[config.mk]
export PLATFORM = sky130hd
export DESIGN_NAME = ts_clock_gen
export DESIGN_NICKNAME = d
export VERILOG_FILES = /design/src/rtl/ts_pkg.sv /design/src/rtl/ts_ext_sync.sv /design/src/rtl/ts_phase_div.sv /design/src/rtl/ts_src_mux.sv /design/src/rtl/ts_stamp_counter.sv /design/src/rtl/ts_clock_gen.sv
export SDC_FILE = /design/constraint.sdc
export NUM_CORES = 1
export LEC_CHECK = 0
export ABC_CLOCK_PERIOD_IN_PS = 2750
export BUFFER_PORTS_ARGS = -buffer_cell sky130_fd_sc_hd__buf_2
export CAP_MARGIN = 0
export CELL_PAD_IN_SITES_DETAIL_PLACEMENT = 0
export CELL_PAD_IN_SITES_GLOBAL_PLACEMENT = 1
export CORE_UTILIZATION = 33
export CTS_CLUSTER_SIZE = 40
export DETAILED_ROUTE_END_ITERATION = 10
export PLACE_DENSITY_LB_ADDON = 0.1
export SLEW_MARGIN = 10
export SYNTH_ARGS = -nofsm -noshare
export SYNTH_HDL_FRONTEND = slang
export SYNTH_SLANG_ARGS = --single-unit
[constraint.sdc]
create_clock -name clk -period 2.75 [get_ports clk]
set_input_delay 0.1375 -clock clk [delete_from_list [all_inputs] [get_ports clk]]
set_output_delay 0.1375 -clock clk [all_outputs]
set_load 0.02 [all_outputs]
[src/rtl/ts_pkg.sv]
package ts_pkg;
  typedef enum logic {
    SRC_INT = 1'b0,
    SRC_EXT = 1'b1
  } ts_src_e;

  localparam int unsigned TS_DIV_DFLT   = 4;
  localparam int unsigned TS_CNT_W_DFLT = 48;
  localparam int unsigned TS_SYNC_DFLT  = 2;
endpackage

[src/rtl/ts_ext_sync.sv]
module ts_ext_sync #(
  parameter int unsigned STAGES = 2
) (
  input  logic clk,
  input  logic rst_n,
  input  logic ext_in,
  output logic ext_level,
  output logic ext_rise
);
  logic [STAGES-1:0] shreg;
  logic              last_q;

  generate
    if (STAGES == 1) begin : g_one
      always_ff @(posedge clk) begin
        if (!rst_n) shreg <= '0;
        else        shreg <= ext_in;
      end
    end else begin : g_many
      always_ff @(posedge clk) begin
        if (!rst_n) shreg <= '0;
        else        shreg <= {shreg[STAGES-2:0], ext_in};
      end
    end
  endgenerate

  always_ff @(posedge clk) begin
    if (!rst_n) last_q <= 1'b0;
    else        last_q <= shreg[STAGES-1];
  end

  assign ext_level = shreg[STAGES-1];
  assign ext_rise  = ext_level & ~last_q;

  // a rising-edge strobe lasts exactly one cycle
  a_r7_rise_single: assert property (@(posedge clk) disable iff (!rst_n)
    ext_rise |=> !ext_rise);
endmodule

[src/rtl/ts_phase_div.sv]
module ts_phase_div #(
  parameter int unsigned DIV = 4
) (
  input  logic clk,
  input  logic rst_n,
  input  logic run,
  output logic int_pulse,
  output logic int_level
);
  localparam int unsigned PH_W = (DIV > 2) ? $clog2(DIV) : 1;
  localparam logic [PH_W-1:0] PH_LAST = PH_W'(DIV - 1);
  localparam logic [PH_W-1:0] PH_HALF = PH_W'(DIV / 2);

  logic [PH_W-1:0] phase_q;

  always_ff @(posedge clk) begin
    if (!rst_n || !run)         phase_q <= '0;
    else if (phase_q == PH_LAST) phase_q <= '0;
    else                         phase_q <= phase_q + 1'b1;
  end

  assign int_pulse = run & (phase_q == PH_LAST);
  assign int_level = (phase_q >= PH_HALF);

  // the phase restarts from zero after any idle cycle
  a_r4_phase_clear: assert property (@(posedge clk) disable iff (!rst_n)
    !run |=> (phase_q == '0));

  // the phase only ever steps by one or wraps to zero
  a_r2_phase_step: assert property (@(posedge clk) disable iff (!rst_n)
    run |=> (phase_q == '0 || phase_q == $past(phase_q) + 1'b1));
endmodule

[src/rtl/ts_src_mux.sv]
module ts_src_mux
  import ts_pkg::*;
(
  input  logic    clk,
  input  logic    rst_n,
  input  logic    run,
  input  logic    sel_req,
  input  logic    int_pulse,
  input  logic    int_level,
  input  logic    ext_pulse,
  input  logic    ext_level,
  output ts_src_e sel,
  output logic    cnt_en,
  output logic    tick_q
);
  ts_src_e sel_q;
  logic    pick_pulse;
  logic    pick_level;

  always_ff @(posedge clk) begin
    if (!rst_n)    sel_q <= SRC_INT;
    else if (!run) sel_q <= sel_req ? SRC_EXT : SRC_INT;
  end

  always_comb begin
    if (sel_q == SRC_EXT) begin
      pick_pulse = ext_pulse;
      pick_level = ext_level;
    end else begin
      pick_pulse = int_pulse;
      pick_level = int_level;
    end
  end

  assign cnt_en = run & pick_pulse;

  always_ff @(posedge clk) begin
    if (!rst_n) tick_q <= 1'b0;
    else        tick_q <= run & pick_level;
  end

  assign sel = sel_q;

  // the selection is frozen while the run flag is high
  a_r8_sel_frozen: assert property (@(posedge clk) disable iff (!rst_n)
    run |=> $stable(sel_q));

  // the output tick drops right after the run flag is low
  a_r4_tick_low: assert property (@(posedge clk) disable iff (!rst_n)
    !run |=> !tick_q);
endmodule

[src/rtl/ts_stamp_counter.sv]
module ts_stamp_counter #(
  parameter int unsigned CNT_W = 48
) (
  input  logic             clk,
  input  logic             rst_n,
  input  logic             run,
  input  logic             cnt_en,
  input  logic             clr,
  output logic [CNT_W-1:0] count,
  output logic             err
);
  logic [CNT_W-1:0] count_q;
  logic             err_q;

  always_ff @(posedge clk) begin
    if (!rst_n)            count_q <= '0;
    else if (clr && !run)  count_q <= '0;
    else if (cnt_en)       count_q <= count_q + 1'b1;
  end

  always_ff @(posedge clk) begin
    if (!rst_n)          err_q <= 1'b0;
    else if (clr && run) err_q <= 1'b1;
  end

  assign count = count_q;
  assign err   = err_q;

  // no count change while idle without a clear
  a_r4_idle_hold: assert property (@(posedge clk) disable iff (!rst_n)
    (!run && !clr) |=> $stable(count_q));

  // an idle clear zeroes the count
  a_r5_idle_clear: assert property (@(posedge clk) disable iff (!rst_n)
    (!run && clr) |=> (count_q == '0));

  // while running the count steps by at most one, wrapping
  a_r2_single_step: assert property (@(posedge clk) disable iff (!rst_n)
    run |=> (count_q == $past(count_q) || count_q == $past(count_q) + 1'b1));

  // the error flag is sticky
  a_r6_err_sticky: assert property (@(posedge clk) disable iff (!rst_n)
    err_q |=> err_q);
endmodule

[src/rtl/ts_clock_gen.sv]
module ts_clock_gen
  import ts_pkg::*;
#(
  parameter int unsigned CNT_W       = TS_CNT_W_DFLT,
  parameter int unsigned DIV         = TS_DIV_DFLT,
  parameter int unsigned SYNC_STAGES = TS_SYNC_DFLT
) (
  input  logic             clk,
  input  logic             rst_n,
  input  logic             run_go,
  input  logic             src_sel_ext,
  input  logic             ext_ts_clk,
  input  logic             stamp_clr,
  output logic             ts_tick_out,
  output logic [CNT_W-1:0] ts_count,
  output logic             clr_while_run_err
);
  logic    int_pulse, int_level;
  logic    ext_level, ext_rise;
  logic    cnt_en;
  ts_src_e sel;

  ts_phase_div #(.DIV(DIV)) u_div (
    .clk       (clk),
    .rst_n     (rst_n),
    .run       (run_go),
    .int_pulse (int_pulse),
    .int_level (int_level)
  );

  ts_ext_sync #(.STAGES(SYNC_STAGES)) u_sync (
    .clk       (clk),
    .rst_n     (rst_n),
    .ext_in    (ext_ts_clk),
    .ext_level (ext_level),
    .ext_rise  (ext_rise)
  );

  ts_src_mux u_mux (
    .clk       (clk),
    .rst_n     (rst_n),
    .run       (run_go),
    .sel_req   (src_sel_ext),
    .int_pulse (int_pulse),
    .int_level (int_level),
    .ext_pulse (ext_rise),
    .ext_level (ext_level),
    .sel       (sel),
    .cnt_en    (cnt_en),
    .tick_q    (ts_tick_out)
  );

  ts_stamp_counter #(.CNT_W(CNT_W)) u_cnt (
    .clk    (clk),
    .rst_n  (rst_n),
    .run    (run_go),
    .cnt_en (cnt_en),
    .clr    (stamp_clr),
    .count  (ts_count),
    .err    (clr_while_run_err)
  );

  // with the run flag low nothing enables the counter
  a_r10_no_idle_count: assert property (@(posedge clk) disable iff (!rst_n)
    !run_go |-> !cnt_en);

  // in internal mode a count step follows only a divider terminal phase
  a_r2_int_source: assert property (@(posedge clk) disable iff (!rst_n)
    (sel == SRC_INT && cnt_en) |-> int_pulse);
endmodule

Word-level counts from Yosys, hierarchy flattened
Index checks and enable logic that the tools add are counted.

Register bits: 56. Bits in latches: 0. Bits in writable memories: 0. Bits in read-only memories: 0. Input port bits: 6. Memories kept: 0.

$add $sub $neg: 2. $mul: 0. Div/mod/pow operators: 0. Order comparisons: 1. Equality and inequality tests: 1. Shifts and indexed selects: 0. Mux-type cells: 3. Bitwise gates (word level): 6. Reduce and logical (&&, ||, !) cells: 7.

Operator list (number): 48-bit by 1-bit adder with 48-bit output (second input constant) (1); 1-bit bitwise AND (4); 2-bit OR reduction (2); 1-bit 2-to-1 mux (3); 2-bit by 1-bit adder with 2-bit output (second input constant) (1); 2-bit == test (second input constant) (1); 2-bit greater-or-equal comparator (second input constant) (1); 1-bit logical AND (2); 1-bit zero test (2); 1-bit inverter (2); 1-bit logical OR (1).

Logic depth before layout (Yosys ltp)
Depth in word-level cells: 4. Mapped depth: 8. Gate-level depth less buffers: 6.

Hierarchy
Synthesis repeated with hierarchy kept, for this count alone.

Cell total of the unflattened synthesis: 327. Area total of the unflattened synthesis: 2842.7 um^2.

Modules (own cells, without submodules): ts_stamp_counter (times used 1, cells an instance 302, area an instance 2552.4 um^2); ts_phase_div (times used 1, cells an instance 9, area an instance 107.6 um^2); ts_ext_sync (times used 1, cells an instance 7, area an instance 92.6 um^2); ts_src_mux (times used 1, cells an instance 9, area an instance 90.1 um^2).

Worst setup path before layout
OpenSTA, ideal clock, no wires.

Kind: register to register. Start: register u_cnt.count_q[9], in the netlist u_cnt.count[9]. End: register u_cnt.count_q[36], in the netlist u_cnt.count[36]. Setup time: 0.070 ns. Arrival time: 1.837 ns. Setup slack: 0.843 ns. Stages on the path, launching flop included: 8. Buffers on the path: 2. Period minus slack after synthesis: 1.907 ns. Cells stage by stage: dfxtp_1 -> and4_4 -> and4_1 -> buf_6 -> nand3_4 -> buf_6 -> or4_1 -> a21oi_1.

Longest elaborated chain between the ends: 1.

Ends and longest elaborated chain: start: declaration (RTL line ts_stamp_counter.sv:12) `logic [CNT_W-1:0] count_q;`; start signal: assignment (RTL line ts_stamp_counter.sv:18) `else if (cnt_en) count_q <= count_q + 1'b1;`; 48-bit by 1-bit adder with 48-bit output (RTL line ts_stamp_counter.sv:18).

Every way passes these cells. A chain may end at the register's enable or synchronous reset.

Final worst setup path
Start: register u_cnt.count_q[2], in the netlist u_cnt.count[2]. End: register u_cnt.count_q[37], in the netlist u_cnt.count[37].

Same word-level chain as after synthesis.

==> run_summary.xml <==
<?xml version="1.0" encoding="UTF-8"?>
<metrics>
  <group name="logic_synthesis">
    <metric name="post-synth-top-area-cell" unit="">sky130_fd_sc_hd__dfxtp_1</metric>
    <metric name="synth.yosys.seq_area_share" unit="%">42.2</metric>
    <metric name="synth.avg_cell_area" unit="um2">8.79</metric>
    <metric name="netlist-cell-type-count" unit="">38</metric>
    <metric name="synth-edff-count" unit="">0</metric>
    <metric name="ys_ff_latch" unit="">56</metric>
    <metric name="syn-num-nets" unit="">311</metric>
    <metric name="netlist_area_before_placement" unit="um2">2650</metric>
    <metric name="yosys.area.top_type_share" unit="%">42.2</metric>
    <metric name="asyncSetResetFlopFracSynth" unit="%">0</metric>
    <metric name="ys.flop_type" unit="">sky130_fd_sc_hd__dfxtp_1</metric>
    <metric name="synth_area_leaders" unit="">sky130_fd_sc_hd__dfxtp_1 (42%), sky130_fd_sc_hd__xor2_1 (5.6%), sky130_fd_sc_hd__nor2_1 (5.2%), sky130_fd_sc_hd__a21oi_1 (4.1%), sky130_fd_sc_hd__nand4_1 (3.8%)</metric>
    <metric name="yosys_warnings" unit="">0</metric>
    <metric name="cell_count_after_synthesis" unit="">302</metric>
  </group>
  <group name="critical_path">
    <metric name="timing.reg2reg.worst_path_depth" unit="">5</metric>
    <metric name="worstReg2RegEnd" unit="">u_cnt.count[37]$_SDFFE_PP0P_</metric>
    <metric name="cp-endpoint" unit="">u_cnt.count[37]$_SDFFE_PP0P_</metric>
    <metric name="reg_to_reg_startpoint" unit="">u_cnt.count[2]$_SDFFE_PP0P_</metric>
    <metric name="endpoint_kind" unit="">flip-flop</metric>
    <metric name="cpMaxStageDelayCell" unit="">sky130_fd_sc_hd__or4_1</metric>
    <metric name="crit_path_max_fanout" unit="">14</metric>
    <metric name="worst_path_most_repeated_cell" unit="">sky130_fd_sc_hd__and4_1</metric>
    <metric name="largest_stage_delay_on_the_critical_path" unit="ps">540</metric>
    <metric name="worstPathCellList" unit="">and4_1 &gt; and4_1 &gt; nand3_2 &gt; or4_1 &gt; a21oi_1</metric>
    <metric name="critical_path_class" unit="">reg2reg</metric>
    <metric name="worstSetupStartpointType" unit="">flip-flop</metric>
    <metric name="cp_data_arrival_time" unit="ps">2550</metric>
    <metric name="required" unit="ps">3000</metric>
    <metric name="crit_start" unit="">u_cnt.count[2]$_SDFFE_PP0P_</metric>
    <metric name="setup.reg_to_reg.worst_slack" unit="ps">450</metric>
  </group>
  <group name="sta">
    <metric name="post-route-worst-setup-slack" unit="ps">448</metric>
    <metric name="min_period" unit="ps">2300</metric>
    <metric name="min_period_over_period" unit="%">83.7</metric>
    <metric name="report.final.setup_viol" unit="">0</metric>
    <metric name="fmax" unit="MHz">434</metric>
    <metric name="rsz_0062_raised_after_global_routing" unit="">no</metric>
    <metric name="setup_tns" unit="ps">0</metric>
    <metric name="timing_hold_violations_final" unit="">0</metric>
    <metric name="worst_hold_slack" unit="ps">30.0</metric>
    <metric name="max-slew-margin-rel" unit="%">60.5</metric>
    <metric name="clock_skew" unit="ps">5.18</metric>
    <metric name="max_slew_vio_count" unit="">0</metric>
    <metric name="tightest_slew" unit="ps">587</metric>
  </group>
  <group name="clock_tree">
    <metric name="clock_insertion_delay_worst_skew" unit="ps">310</metric>
    <metric name="cts_inserted_buffers" unit="">5</metric>
    <metric name="clock-sinks" unit="">56</metric>
    <metric name="post_cts_hold_buffer_count" unit="">0</metric>
    <metric name="clk_root_buffer_cell" unit="">sky130_fd_sc_hd__clkbuf_8</metric>
    <metric name="cts-htree-levels" unit="">2</metric>
    <metric name="clk_pin_slew" unit="ps">100</metric>
    <metric name="cts_resized" unit="">0</metric>
    <metric name="clockBufferDepth" unit="">2</metric>
    <metric name="tritoncts" unit="">built</metric>
    <metric name="post_cts.repair.setup_buffers" unit="">0</metric>
  </group>
  <group name="routing">
    <metric name="detail_route.iter0.violations" unit="">113</metric>
    <metric name="drcViolationCount" unit="">0</metric>
    <metric name="drt_pre_antenna_iters" unit="">4</metric>
    <metric name="average_via_count_per_standard_cell" unit="">5.04</metric>
    <metric name="totalWireLength" unit="mm">6.31</metric>
    <metric name="num_vias" unit="">2305</metric>
    <metric name="wl_per_cell" unit="um">13.8</metric>
    <metric name="route.antenna.remaining_nets" unit="">0</metric>
  </group>
  <group name="worst_hold_path">
    <metric name="holdCritStartpoint" unit="">ext_ts_clk</metric>
    <metric name="hold_path_class" unit="">in2reg</metric>
  </group>
  <group name="floorplan">
    <metric name="dieArea" unit="um2">8400</metric>
    <metric name="design.portCount" unit="">56</metric>
    <metric name="start_util" unit="%">34.2</metric>
    <metric name="die-width" unit="um">91.7</metric>
    <metric name="area_inside_the_core_boundary" unit="um2">7770</metric>
    <metric name="num_rows" unit="">32</metric>
    <metric name="die_h" unit="um">91.7</metric>
  </group>
  <group name="place">
    <metric name="place.port_buffers" unit="">55</metric>
    <metric name="place_worst_setup_slack" unit="ps">459</metric>
    <metric name="dp_hpwl" unit="mm">4.44</metric>
    <metric name="gp_weighted_congestion" unit="">0.705</metric>
  </group>
  <group name="global_routing">
    <metric name="grtUsageTotal" unit="%">15.7</metric>
    <metric name="number_of_global_route_vias_before_repair" unit="">2160</metric>
    <metric name="globalRoute.totalOverflow" unit="">0</metric>
    <metric name="antenna_found_initial" unit="">0</metric>
    <metric name="grt_first_pass_wirelength" unit="mm">10.6</metric>
    <metric name="grt_start_max_net_pins" unit="">32</metric>
  </group>
  <group name="flow_run">
    <metric name="maxCapViolations" unit="">0</metric>
  </group>
  <group name="status">
    <metric name="run_status" unit="">complete, no violations</metric>
  </group>
  <group name="final_layout">
    <metric name="fin_nets" unit="">363</metric>
    <metric name="areaGrowthSynthToFinish" unit="%">17.3</metric>
    <metric name="n_fill_cell" unit="">832</metric>
    <metric name="drive_above_1_share" unit="%">21.7</metric>
    <metric name="antenna_cells" unit="">0</metric>
  </group>
  <group name="power_and_ir_drop">
    <metric name="power_report.internal_total" unit="mW">1.04</metric>
    <metric name="worst_ir_drop_vdd" unit="V">0.000217</metric>
    <metric name="netSwitchingPower" unit="uW">303</metric>
    <metric name="p_leak" unit="nW">1.17</metric>
    <metric name="sw_frac_of_total" unit="%">22.6</metric>
    <metric name="p_total" unit="mW">1.34</metric>
    <metric name="p_per_cell_area" unit="nW/um2">430</metric>
    <metric name="sequentialPowerShare" unit="%">61.1</metric>
    <metric name="p_clk_share" unit="%">35.8</metric>
    <metric name="combinationalPowerShare" unit="%">3.0</metric>
  </group>
</metrics>
## synthesized netlist by cell type, types with 3 or more instances
cell and count:
sky130_fd_sc_hd__buf_2 4, sky130_fd_sc_hd__nor3_1 4, sky130_fd_sc_hd__nand4_1 16, sky130_fd_sc_hd__and2_1 5, sky130_fd_sc_hd__xnor2_1 10, sky130_fd_sc_hd__dfxtp_1 56, sky130_fd_sc_hd__nor4_1 5, sky130_fd_sc_hd__xor2_1 17
sky130_fd_sc_hd__inv_1 4, sky130_fd_sc_hd__or4_1 9, sky130_fd_sc_hd__nand3_1 14, sky130_fd_sc_hd__buf_6 3, sky130_fd_sc_hd__ha_1 3, sky130_fd_sc_hd__nor2b_1 3, sky130_fd_sc_hd__or3_1 11, sky130_fd_sc_hd__nand3_2 3
sky130_fd_sc_hd__and4_1 8, sky130_fd_sc_hd__nor2_1 37, sky130_fd_sc_hd__clkbuf_1 4, sky130_fd_sc_hd__a21oi_1 22, sky130_fd_sc_hd__o31ai_1 8, sky130_fd_sc_hd__nand2_1 22, sky130_fd_sc_hd__o21ai_0 14
## final cells by class
class,count,area (um2),share of cell area [%]
multi-input combinational,229,1450,46.5
sequential,56,1120,36.0
timing repair buffer,58,310,9.97
tap,102,128,4.10
clock buffer,8,90.1,2.89
inverter,4,15.0,0.482
## worst max-delay path: cells and delay by family, from the launching register on
kind	cells	cell delay, ps
compound gates	1	150
flops	1	470
simple gates	4	1620
## metrics by stage
step	cells	area (um2)	util [%]
3_5_place_dp	449	3020	38.9
4_1_cts	457	3110	40.1
2_1_floorplan	302	2650	-
6_report	457	3110	40.1
3_3_place_gp	449	3020	38.9
5_1_grt	457	3110	40.1
## routing by layer
layer	global-route usage, %	part of all wire, %	vias to the layer above
met5	0	0	-
met4	4.37	1.0	0
met3	3.98	4.7	6
met2	24.7	43	40
met1	21.2	51	1056
li1	-	-	1203
## sequential cells by signal, indices dropped and copies added (netlist names)
signal / cells
u_sync.shreg: 2
u_cnt.err: 1
u_cnt.count: 48
u_div.phase_q: 2
u_sync.last_q: 1
u_mux.sel: 1
u_mux.tick_q: 1
## cells in the final DEF, fill, tap and decap left out, drive strengths merged, types with 6 or more instances in the layout
master,netlist,layout
a21oi,22,22
nand3,19,19
o21ai,14,14
nor4,6,6
xnor2,10,10
and2,6,6
nand4,18,18
nand2,22,22
dfxtp,56,56
and4,10,10
buf,9,58
clkbuf,4,8
xor2,17,17
nor2,37,37
or3,11,11
or4,9,9
o31ai,8,8
## power by group through the flow
stage               logic (mW)  registers (mW)  clock network [mW]
floorplan               0.0224           0.839                   0
detailed placement      0.0422           0.838                   0
global placement        0.0419           0.838                   0
CTS                     0.0421           0.819               0.500
finish                  0.0404           0.819               0.480
global route            0.0450           0.820               0.533
## logic make-up after synthesis
kind of cell	count (synthesis)	synth area share (%)
buf+inv	17	3.58
fa+ha+maj	3	1.41
compound gates	48	10.4
mux	2	0.754
flops	56	42.2
simple gates	149	32.7
xor+xnor	27	8.91
## how the worst min path moves through the flow
stage	endpoint	cells after the start
after floorplan	u_sync.last_q$_SDFF_PN0_	1
after global placement	u_sync.shreg[0]$_SDFF_PN0_	2
after detailed placement	u_sync.shreg[0]$_SDFF_PN0_	2
after CTS	u_sync.shreg[0]$_SDFF_PN0_	2
after global routing	u_sync.shreg[0]$_SDFF_PN0_	2
final	u_sync.shreg[0]$_SDFF_PN0_	2
No activity file was read; power rests on OpenSTA's default activity.
